**config.mk**
```make
export PLATFORM = sky130hd
export DESIGN_NAME = mem_cycle_ctrl
export DESIGN_NICKNAME = d
export VERILOG_FILES = /design/src/rtl/mcc_pkg.sv /design/src/rtl/mcc_edge.sv /design/src/rtl/mcc_sync.sv /design/src/rtl/mcc_wait_timer.sv /design/src/rtl/mcc_addr_latch.sv /design/src/rtl/mem_cycle_ctrl.sv
export SDC_FILE = /design/constraint.sdc
export NUM_CORES = 1
export LEC_CHECK = 0
export BUFFER_PORTS_ARGS = -buffer_cell sky130_fd_sc_hd__buf_2
export CORE_MARGIN = 1.5
export CORE_UTILIZATION = 47
export DETAILED_ROUTE_END_ITERATION = 10
export PLACE_DENSITY = 0.73
export SLEW_MARGIN = 20
export SYNTH_ARGS = -nofsm -noshare
export SYNTH_HDL_FRONTEND = slang
export SYNTH_SLANG_ARGS = --single-unit
```
**constraint.sdc**
```tcl
create_clock -name clk -period 1.8 [get_ports clk]
set_input_delay 0.27 -clock clk [delete_from_list [all_inputs] [get_ports clk]]
set_output_delay 0.27 -clock clk [all_outputs]
set_load 0.01 [all_outputs]
```
**src/rtl/mcc_pkg.sv**
```systemverilog
package mcc_pkg;
    typedef enum logic [1:0] {
        ST_IDLE     = 2'd0,
        ST_LATCHED  = 2'd1,
        ST_WAIT_RDY = 2'd2,
        ST_DONE     = 2'd3
    } mcc_state_t;
endpackage

```
**src/rtl/mcc_edge.sv**
```systemverilog
// Registers a level and reports its rising and falling edges.
module mcc_edge #(
    parameter logic IDLE_LEVEL = 1'b0
) (
    input  logic clk,
    input  logic rst_n,
    input  logic d,
    output logic rise,
    output logic fall
);
    logic d_q;

    always_ff @(posedge clk) begin
        if (!rst_n) d_q <= IDLE_LEVEL;
        else        d_q <= d;
    end

    assign rise = d & ~d_q;
    assign fall = ~d & d_q;
endmodule

```
**src/rtl/mcc_sync.sv**
```systemverilog
// Multi-stage synchronizer for an asynchronous level.
module mcc_sync #(
    parameter int STAGES = 2
) (
    input  logic clk,
    input  logic rst_n,
    input  logic d,
    output logic q
);
    logic [STAGES-1:0] chain;

    always_ff @(posedge clk) begin
        if (!rst_n) chain <= '0;
        else        chain <= {chain[STAGES-2:0], d};
    end

    assign q = chain[STAGES-1];
endmodule

```
**src/rtl/mcc_wait_timer.sv**
```systemverilog
// Counts clocks while run is high; expired on the last permitted clock.
module mcc_wait_timer #(
    parameter int LIMIT = 16
) (
    input  logic clk,
    input  logic rst_n,
    input  logic run,
    output logic expired
);
    localparam int CW = (LIMIT > 1) ? $clog2(LIMIT) : 1;
    localparam logic [CW-1:0] LAST = CW'(LIMIT - 1);

    logic [CW-1:0] cnt;

    always_ff @(posedge clk) begin
        if (!rst_n || !run) cnt <= '0;
        else if (cnt != LAST) cnt <= cnt + 1'b1;
    end

    assign expired = run && (cnt == LAST);
endmodule

```
**src/rtl/mcc_addr_latch.sv**
```systemverilog
// Address holding register loaded at cycle start.
module mcc_addr_latch #(
    parameter int AW = 16
) (
    input  logic          clk,
    input  logic          rst_n,
    input  logic          load,
    input  logic [AW-1:0] d,
    output logic [AW-1:0] q
);
    always_ff @(posedge clk) begin
        if (!rst_n)    q <= '0;
        else if (load) q <= d;
    end
endmodule

```
**src/rtl/mem_cycle_ctrl.sv**
```systemverilog
module mem_cycle_ctrl
    import mcc_pkg::*;
#(
    parameter int AW       = 16,
    parameter int SYNC_LEN = 2,
    parameter int WAIT_MAX = 16
) (
    input  logic          clk,
    input  logic          rst_n,
    input  logic          start_n,
    input  logic          fetch_strobe,
    input  logic [AW-1:0] addr_in,
    input  logic          addr_oe,
    input  logic          wr_in,
    input  logic          slow_in,
    input  logic          sync_done,
    input  logic          async_rdy,
    output logic [AW-1:0] addr_out,
    output logic          addr_drv,
    output logic          is_fetch,
    output logic          xdone,
    output logic          buf_en,
    output logic          buf_dir,
    output logic          timeout_flag
);
    mcc_state_t state, state_nx;

    logic start_fall, start_rise_unused;
    logic fetch_rise, fetch_fall_unused;
    logic done_rise, done_fall_unused;
    logic rdy_s, wait_expired;
    logic wr_q, slow_q;
    logic accept;

    mcc_edge #(.IDLE_LEVEL(1'b1)) u_start_edge (
        .clk(clk), .rst_n(rst_n), .d(start_n),
        .rise(start_rise_unused), .fall(start_fall)
    );

    mcc_edge #(.IDLE_LEVEL(1'b0)) u_fetch_edge (
        .clk(clk), .rst_n(rst_n), .d(fetch_strobe),
        .rise(fetch_rise), .fall(fetch_fall_unused)
    );

    mcc_edge #(.IDLE_LEVEL(1'b0)) u_done_edge (
        .clk(clk), .rst_n(rst_n), .d(sync_done),
        .rise(done_rise), .fall(done_fall_unused)
    );

    mcc_sync #(.STAGES(SYNC_LEN)) u_rdy_sync (
        .clk(clk), .rst_n(rst_n), .d(async_rdy), .q(rdy_s)
    );

    mcc_wait_timer #(.LIMIT(WAIT_MAX)) u_wait_timer (
        .clk(clk), .rst_n(rst_n), .run(state == ST_WAIT_RDY),
        .expired(wait_expired)
    );

    assign accept = (state == ST_IDLE) && start_fall;

    mcc_addr_latch #(.AW(AW)) u_addr_latch (
        .clk(clk), .rst_n(rst_n), .load(accept), .d(addr_in), .q(addr_out)
    );

    // State register
    always_ff @(posedge clk) begin
        if (!rst_n) state <= ST_IDLE;
        else        state <= state_nx;
    end

    // Next-state logic
    always_comb begin
        state_nx = state;
        unique case (state)
            ST_IDLE:     if (start_fall) state_nx = ST_LATCHED;
            ST_LATCHED:  if (done_rise)  state_nx = slow_q ? ST_WAIT_RDY : ST_DONE;
            ST_WAIT_RDY: if (rdy_s || wait_expired) state_nx = ST_DONE;
            ST_DONE:     state_nx = ST_IDLE;
            default:     state_nx = ST_IDLE;
        endcase
    end

    // Registered per-cycle attributes and flags
    always_ff @(posedge clk) begin
        if (!rst_n) begin
            wr_q         <= 1'b0;
            slow_q       <= 1'b0;
            is_fetch     <= 1'b0;
            timeout_flag <= 1'b0;
        end else begin
            if (accept) begin
                wr_q     <= wr_in;
                slow_q   <= slow_in;
                is_fetch <= fetch_rise;
            end else if (state != ST_IDLE && fetch_rise) begin
                is_fetch <= 1'b1;
            end
            if (state == ST_WAIT_RDY && !rdy_s && wait_expired)
                timeout_flag <= 1'b1;
        end
    end

    // Outputs decoded from state
    always_comb begin
        xdone    = (state == ST_DONE);
        buf_en   = (state != ST_IDLE);
        buf_dir  = wr_q;
        addr_drv = addr_oe && (state != ST_IDLE);
    end
endmodule

```
# After elaboration in Yosys (flattened, before gate mapping)
# Index checks and enable logic that the tools add are counted.
[word_totals]
ff_bits = 31
[classes]
muxes = 7
n_eq_ne = 8
reduce_logical = 15
n_bitwise = 6
n_addsub = 1
[op_table]
columns = ["cell", "count"]
rows = [
  ["$pmux W2 S4", 1],
  ["$logic_and A1 B1 Y1", 6],
  ["$mux W2", 3],
  ["$ne A2 B2 Y1 const B", 3],
  ["$add A4 B1 Y4 const B", 1],
  ["$eq A2 B2 Y1 const B", 2],
  ["$eq A4 B4 Y1 const B", 1],
  ["$ne A4 B4 Y1 const B", 1],
  ["$reduce_bool A2 Y1", 2],
  ["$and A1 B1 Y1", 3],
  ["$logic_not A1 Y1", 3],
  ["$mux W1", 3],
  ["$not A1 Y1", 3],
  ["$reduce_and A3 Y1", 1],
  ["$eq A2 B1 Y1 const B", 1],
  ["$logic_not A2 Y1", 1],
  ["$logic_or A1 B1 Y1", 2],
]

# Longest topological paths before layout
# Gate-level depths: netlist of run 1.
[depth]
word_depth = 5
depth_mapped = 7
depth_no_buf = 5

# Hierarchy
# A second synthesis of run 1 with hierarchy kept.
[hier_totals]
hier_cells = 126
area_unflattened_um2 = 1342.5
[modules_own_cells]
columns = ["mod", "cells_per_inst", "seq_area_each_um2", "area_per_inst_um2", "n_inst"]
rows = [
  ["mcc_addr_latch", 51, 320.3, 615.6, 1],
  ["mem_cycle_ctrl", 39, 120.1, 360.3, 1],
  ["mcc_wait_timer", 20, 80.1, 197.7, 1],
  ["mcc_edge", 4, 20.0, 38.8, 3],
  ["mcc_sync", 4, 40.0, 52.6, 1],
]

# Least setup slack after synthesis of run 1
# No wires, ideal clock.
[synth_path]
path_type = "register to register"
startpoint = "reg state[0]"
endpoint = "reg u_addr_latch.q[0]"
setup_ns = 0.076
slack_ns = 0.298
synth_period_minus_slack_ns = 1.502
t_arrival_ns = 1.426
path_stages_with_launch = 7
cell_sequence = "dfxtp_1 inv_1 ha_1 nand3b_1 clkbuf_1 nand2_1 a21boi_0"
[synth_via]
elab_chain_cells = 2
[synth_lines]
columns = ["element", "line_no", "source"]
rows = [
  ["from (decl)", "mem_cycle_ctrl.sv:26", "mcc_state_t state, state_nx;"],
  ["from (signal assigned)", "mem_cycle_ctrl.sv:68", "else state <= state_nx;"],
  ["$logic_not A2 Y1", "mem_cycle_ctrl.sv:59", "assign accept = (state == ST_IDLE) && start_fall;"],
  ["$logic_and A1 B1 Y1", "mem_cycle_ctrl.sv:59", ""],
  ["to (signal assigned)", "mcc_addr_latch.sv:12", "if (!rst_n) q <= '0;"],
  ["to (signal assigned)", "mcc_addr_latch.sv:13", "else if (load) q <= d;"],
  ["to (decl)", "mcc_addr_latch.sv:9", "output logic [AW-1:0] q"],
]
# Every way passes these cells.
# A chain may end at the register's enable or synchronous reset.

# Worst setup path in the final report of run 1
[layout_path]
startpoint = "reg state[0]"
endpoint = "reg state[1]"
[layout_via]
elab_chain_cells = 5
word_cells_on_any_way = 11
cone_classes = "6 x eq/ne; 1 x mux; 4 x reduce/logical"
[layout_lines]
columns = ["element", "line_no", "source"]
rows = [
  ["$eq A2 B2 Y1", "mem_cycle_ctrl.sv:55, mem_cycle_ctrl.sv:74", ""],
  ["$logic_and A1 B1 Y1", "mcc_wait_timer.sv:20", "assign expired = run && (cnt == LAST);"],
  ["$logic_or A1 B1 Y1", "mem_cycle_ctrl.sv:77", "ST_WAIT_RDY: if (rdy_s || wait_expired) state_nx = ST_DONE;"],
  ["$ne A2 B2 Y1 (no source line)", "n/a", ""],
  ["$reduce_and A3 Y1 (no source line)", "n/a", ""],
]
# Several ways; a longest one is shown, not always the timed one.

==> results of run 1 <==
final timing paths:
check / startpoint / endpoint / slack (ps) / cells past startpoint
max: state[0] / state[1] / 120 / 5
min: async_rdy / u_rdy_sync.chain[0] / 140 / 2
max reg2reg: state[0] / state[1] / 120 / 5
min reg2reg: u_rdy_sync.chain[0] / u_rdy_sync.chain[1] / 440 / 1
sequential cells by signal, indices dropped and copies added (netlist names):
register / count
u_addr_latch.q: 16
u_wait_timer.cnt: 4
u_done_edge.d_q: 1
u_fetch_edge.d_q: 1
buf_dir: 1
slow_q: 1
u_rdy_sync.chain: 2
is_fetch: 1
state: 2
u_start_edge.d_q: 1
timeout_flag: 1
per-layer routing:
| metal | up-vias | track usage, % |
|---|---|---|
| met1 | 512 | 21.9 |
| met5 | - | 0 |
| li1 | 553 | - |
| met2 | 29 | 31.7 |
| met3 | 6 | 7.38 |
| met4 | 0 | 10.0 |
logic make-up after synthesis:
kind of cell / after synthesis / synth area share (%)
muxes: 3 / 2.40
AOI/OAI and AO/OA: 26 / 15.5
adders and majority gates: 5 / 5.01
and+or+nand+nor: 64 / 23.6
xor gates and xnor gates: 1 / 0.701
DFF: 31 / 49.7
buffers and inverters: 9 / 3.10
layout make-up:
| cell class | instances | area [µm²] |
|---|---|---|
| clock buffers | 7 | 45.0 |
| clock inverters | 1 | 5.00 |
| multi-input cells | 99 | 592 |
| flip-flops and latches | 31 | 621 |
| repair buffers | 48 | 245 |
| fillers | 244 | 943 |
| well taps | 30 | 37.5 |
| inverters | 3 | 11.3 |
worst register-to-register path, delay by kind of cell, from the launching register on:
kind            cells  cell delay [ps]
compound gates      1              480
fa+ha+maj           1              220
buf+inv             1               90
flops               1              440
simple gates        1              150
mux                 1              250
through the flow:
stage	setup slack [ps]	power, mW	cell area [µm²]
global route	6.86	1.86	1560
CTS	89.9	1.76	1560
detailed placement	7.77	1.38	1510
finish	118	1.74	1560
global placement	121	1.35	1510
floorplan	298	1.19	1250
cell usage after synthesis, types with 2 or more instances:
master	count
ha_1	5
nand2_1	41
mux2i_1	3
clkbuf_1	4
nor2b_1	3
o21a_1	2
a21boi_0	19
nand2b_1	4
dfxtp_1	31
and3b_1	2
inv_1	3
nor2_1	5
and2_1	4
power by group through the flow:
stage	combinational [mW]	sequential (mW)	clock (mW)
finish	0.517	0.839	0.381
global route	0.591	0.852	0.418
CTS	0.527	0.840	0.393
detailed placement	0.524	0.855	0
global placement	0.507	0.846	0
floorplan	0.316	0.875	0
what timing repair did:
item,in CTS,in global routing
pin swaps,0,1
endpoints found under the setup margin,1,2
gates resized for setup,1,0
==> impl_results.md, run 1 <==
- Kind of end point of the critical path: flop
- Max-slew violations: 0
- Top routing layer in use: met4
- Clock network power share: 21.9%
- DRC: 0
- Row cnt: 18
- H-tree depth: 2
- Max-Cap Viols: 0
- WL met2: 1.15 mm
- Die extent in x: 54.6 µm
- Hold buffers post-CTS: 0
- DRT Pass-1 Iters: 4
- # IOs: 47
- CTS sink cnt: 31
- Grt ovf: 0
- # Post-CTS Setup Buffers: 0
- CP Cell Sequence: inv_1, ha_1, nor2b_1, a222oi_1, mux2i_1
- Placer Congestion: 0.747
- RSZ-0062 raised after global routing: no
- Antenna violations before repair: 0
- Fin crit share: 93.4%
- Overall Global Routing Usage: 19.4%
- ANT nets after route: 0
- Critical path type: flop to flop
- Primary FF master, synth: dfxtp_1
- Fraction of final layout cells sized beyond drive strength 1: 30.2%
- Top cells by area, synth: dfxtp_1 50%, nand2_1 12%, a21boi_0 11%
- Antenna diodes: 0
- Clock transition at path regs: 90 ps
- Slowest-stage cell, CP: a222oi_1
- Pwr Density: 1120 nW/µm²
- Root Buffer: clkbuf_4
- Starting Density: 50.0%
- Internal power: 1.16 mW
- Drt initial violations: 17
- CTS tree: yes
- Post-route insts no fill: 219
- Die area: 2980 µm²
- Vias in the first global route: 997
- Worst-Skew Late Latency: 330 ps
- Flop pwr share: 48.3%
- Syn Area/Cell: 8.99 µm²
- Placed instance count: 211
- CP Data Required Time: 2060 ps
- Vias: 1100
- Status: complete, no violations
- Share of synthesized registers carrying an async set or reset: 0%
- Routed wire length: 2.48 mm
- Yosys top cell area share: 49.6%
- Count of cell types in the netlist: 26
- Largest net degree at the start of global routing: 31
- Seq/Total Area, Yosys: 49.6%
- Metal-1 WL: 1.09 mm
- Peak VDD IR: 0.838 mV
- Fmax: 0.595 GHz
- Worst endpoint data arrival time: 1940 ps
- TritonCTS Buffers: 5
- Sw Share: 33.4%
- First-pass GRT wire length: 4.06 mm
- Yosys reg bits: 31
- Slew margin rel.: 64.4%
- CTS Buffer Depth: 2
- Commonest non-fill, non-tap cell in the layout: buf_2
- Mapped cell area: 1250 µm²
- YS warnings: 0
- Buf/Inv on CP: 1
- P&R area growth vs syn: 24.5%
- Met3 wire length: 180 µm
- # setup viols final: 0
- P_leak: 0.738 nW
- Top Family by Delay on Critical Path: compound AO/OA/AOI/OAI gates
- IO buf count: 46
- Dpl hpwl: 1.85 mm
- Slowest stage delay, CP: 480 ps
- Minimum clock period after layout: 1680 ps
- Core ar.: 2500 µm²
- Post-synth EDFFs: 0
- Wire per inst: 11.3 µm
- Logic pwr share: 29.8%
- Synth area leader: dfxtp_1
- Commonest cells after routing, fill and taps aside: 46 x buf_2, 41 x nand2_1, 31 x dfxtp_1
- Final setup TNS: 0 ps
- Startpoint Class: flop
- Clock Skew: 3.72 ps
- CP max FO: 6
- Hold Crit Class: input pin to flop
- Worst Tran Pin Value: 534 ps
- Cell count after synthesis: 139
- Switching power: 579 µW
- Hold Fails Final Rpt: 0
- Syn Nets: 169
- Worst hold slack: 142 ps
- Final net count: 218
- Final Util: 62.3%
- Vias per inst: 5.02
- Chip height: 54.6 µm
Power figures use the tool's default switching activity.
==> run 2, diff against run 1 <==
ABC_AREA = 1   (was unset)
==> run 2 against run 1 <==
Total power is 6.4% higher; clock power is 1% lower; sequential share of layout area is 0.72 points higher; utilization is 1.1 points lower; via count is 3.5% lower; largest cell class unchanged; largest power group unchanged.
==> impl_results.md, run 2 <==
- Biggest regs: u_addr_latch.q x16, u_wait_timer.cnt x4
- Largest Register: u_addr_latch.q
- FF/Latch Area: 621 µm² (unchanged)
- Worst-Skew Late Latency: 330 ps (about the same)
- YS warnings: 0 (unchanged)
- Slowest-stage cell, CP: dfxtp_1
- First-pass GRT wire length: 3.77 mm (-7.1%)
- Critical path type: flop to output pin
- DRC: 0 (unchanged)
- TritonCTS Buffers: 5 (unchanged)
- Peak VDD IR: 0.770 mV (-8.2%)
- Antenna diodes: 0 (unchanged)
- Starting Density: 50.2% (+0.20 points)
- Top cells by area, synth: dfxtp_1 49%, inv_1 9.9%, a21oi_1 8.8%
- Synth area leader: dfxtp_1
- Minimum clock period after layout: 1650 ps (-35.0 ps)
- RSZ-0062 raised after global routing: no
- Max-slew violations: 0 (unchanged)
- Largest register FFs: 16 (unchanged)
- Placer Congestion: 0.730 (-2.2%)
- Row cnt: 18 (unchanged)
- P&R area growth vs syn: 21.8%
- Final net count: 231 (+6.0%)
- Commonest non-fill, non-tap cell in the layout: buf_2
- Fmax: 0.607 GHz (+2.1%)
- Clock Skew: 12.4 ps (+8.68 ps)
- CTS tree: yes
- Die extent in x: 54.7 µm (+0.19%)
- CP Cell Sequence: inv_1, ha_1, nor2_1, buf_2
- CP Data Required Time: 1530 ps (-530 ps)
- Hold Fails Final Rpt: 0 (unchanged)
- Final setup TNS: 0 ps (unchanged)
- Fill count: 243 (-0.41%)
- Buf/Inv on CP: 2 (+1)
- Startpoint Class: flop
- Drt initial violations: 13 (-4)
- CTS Buffer Depth: 2 (unchanged)
- Vias in the first global route: 890 (-11%)
- CP max FO: 5 (-1)
- Dpl hpwl: 1.80 mm (-2.5%)
- CTS sink cnt: 31 (unchanged)
- Status: complete, no violations
- Hold Crit Class: input pin to flop
- PostCTS Resize Cnt: 0 (-1)
- Slew margin rel.: 75.6% (+11 points)
- Overall Global Routing Usage: 18.5% (-0.86 points)
- H-tree depth: 2 (unchanged)
- Pwr Density: 1210 nW/µm² (+8.4%)
- Post-synth EDFFs: 0 (unchanged)
- Primary FF master, synth: dfxtp_1
- Vias per inst: 4.58 (-8.9%)
- Total chip power: 1.85 mW (+6.4%)
- Syn Nets: 183 (+8.3%)
- Worst endpoint data arrival time: 1380 ps (-560 ps)
- Max-Cap Viols: 0 (unchanged)
- Grt ovf: 0 (unchanged)
- Kind of end point of the critical path: output pin
- # Post-CTS Setup Buffers: 0 (unchanged)
- # IOs: 47 (unchanged)
- Mapped cell area: 1250 µm² (+0.40%)
- Fin crit share: 91.5% (-1.9 points)
- Slowest stage delay, CP: 410 ps (-70 ps)
- Commonest cells post-synth: 33 x inv_1, 31 x dfxtp_1, 22 x a21oi_1, 19 x nand2_1
- Fraction of final layout cells sized beyond drive strength 1: 28.7% (-1.4 points)
- Worst Tran Pin Value: 366 ps (-168 ps)
- Chip height: 54.7 µm (+0.19%)
- Antenna violations before repair: 0 (unchanged)
- Vias: 1062 (-3.5%)
- Root Buffer: clkbuf_4
- Largest net degree at the start of global routing: 38 (+23%)
- Clock transition at path regs: 90 ps (about the same)
- Seq/Total Area, Yosys: 49.5% (-0.20 points)
- Wire per inst: 10.2 µm (-10%)
- P_leak: 0.789 nW (+6.9%)
- Die area: 2990 µm² (+0.39%)
- Top-count cell post-synth: inv_1
- Top Family by Delay on Critical Path: flip-flops
- ANT nets after route: 0 (unchanged)
- # setup viols final: 0 (unchanged)
- Syn Area/Cell: 8.20 µm² (-8.8%)
- Core ar.: 2500 µm² (unchanged)
- Count of cell types in the netlist: 20 (-23%)
- IO buf count: 46 (unchanged)
- Area of the multi-input gates: 459 µm² (-22%)
- Hold buffers post-CTS: 0 (unchanged)
- Commonest cells after routing, fill and taps aside: 46 x buf_2, 33 x inv_1, 31 x dfxtp_1
- Cell count after synthesis: 153 (+10%)
- Share of synthesized registers carrying an async set or reset: 0% (unchanged)
- Routed wire length: 2.36 mm (-4.6%)
- Yosys top cell area share: 49.5% (-0.20 points)
- DRT Pass-1 Iters: 2 (-2)
- Yosys reg bits: 31 (unchanged)
[run 2: changes by cell type after synthesis, sizes merged, moves of 4 or more]
cell	previous run	this run
inv	3	33
nand2	41	19
a21oi	1	22
o21ai	0	20
a21boi	19	0
and2	4	0
buf	2	6
clkbuf	4	0
nand2b	4	0
[run 2: cell type report]
cell class / instances / area share (%)
clock buffer: 7 / 2.95
clock inverter: 1 / 0.327
inverter: 33 / 8.10
multi-input combinational: 83 / 30.0
sequential: 31 / 40.6
tap: 30 / 2.45
timing repair buffer: 47 / 15.5
[run 2: kinds of logic after synthesis]
family,synth area share [%]
and+or+nand+nor,13.2
buffers and inverters,14.0
adders and majority gates,4.99
AOI/OAI and AO/OA,18.4
DFF,49.5
[run 2: final timing paths]
check | from | endpoint | slack, ps | depth (start not counted)
setup / recovery | state[0] | addr_drv | 150 | 4
hold / removal | async_rdy | u_rdy_sync.chain[0] | 120 | 3
setup reg to reg | state[1] | slow_q | 270 | 5
hold reg to reg | u_rdy_sync.chain[0] | u_rdy_sync.chain[1] | 430 | 2
[run 2: worst reg2reg max path, delay by kind of cell, from the launching register on]
family,cells,cell delay (ps)
compound gates,2,360
simple gates,1,320
flops,1,340
fa+ha+maj,1,280
buf+inv,1,130
[run 2: where the power goes]
| part | total (mW) | leakage, nW | switching [mW] | internal (mW) |
|---|---|---|---|---|
| Sequential | 0.883 | 0.255 | 0.0673 | 0.815 |
| Combinational | 0.590 | 0.504 | 0.357 | 0.234 |
| Clock | 0.376 | 0.0293 | 0.224 | 0.152 |
[run 2: per-stage QoR]
step / std cells / hold WS, ps / area, µm² / worst slack (ps) / util [%]
final: 232 / 118 / 1530 / 153 / 61.2
after global routing: 232 / 110 / 1530 / 20.7 / 61.2
after CTS: 232 / 106 / 1530 / 112 / 61.2
after detailed placement: 224 / 413 / 1480 / 269 / 59.2
after global placement: 224 / 394 / 1480 / 362 / 59.2
after floorplan: 153 / 363 / 1250 / 600 / -
[run 2: per-layer routing]
metal	routed length (µm)	global-route usage, %
met1	1090	23.0
met3	185	9.02
met2	1040	26.0
met5	0	0
met4	52	10.0
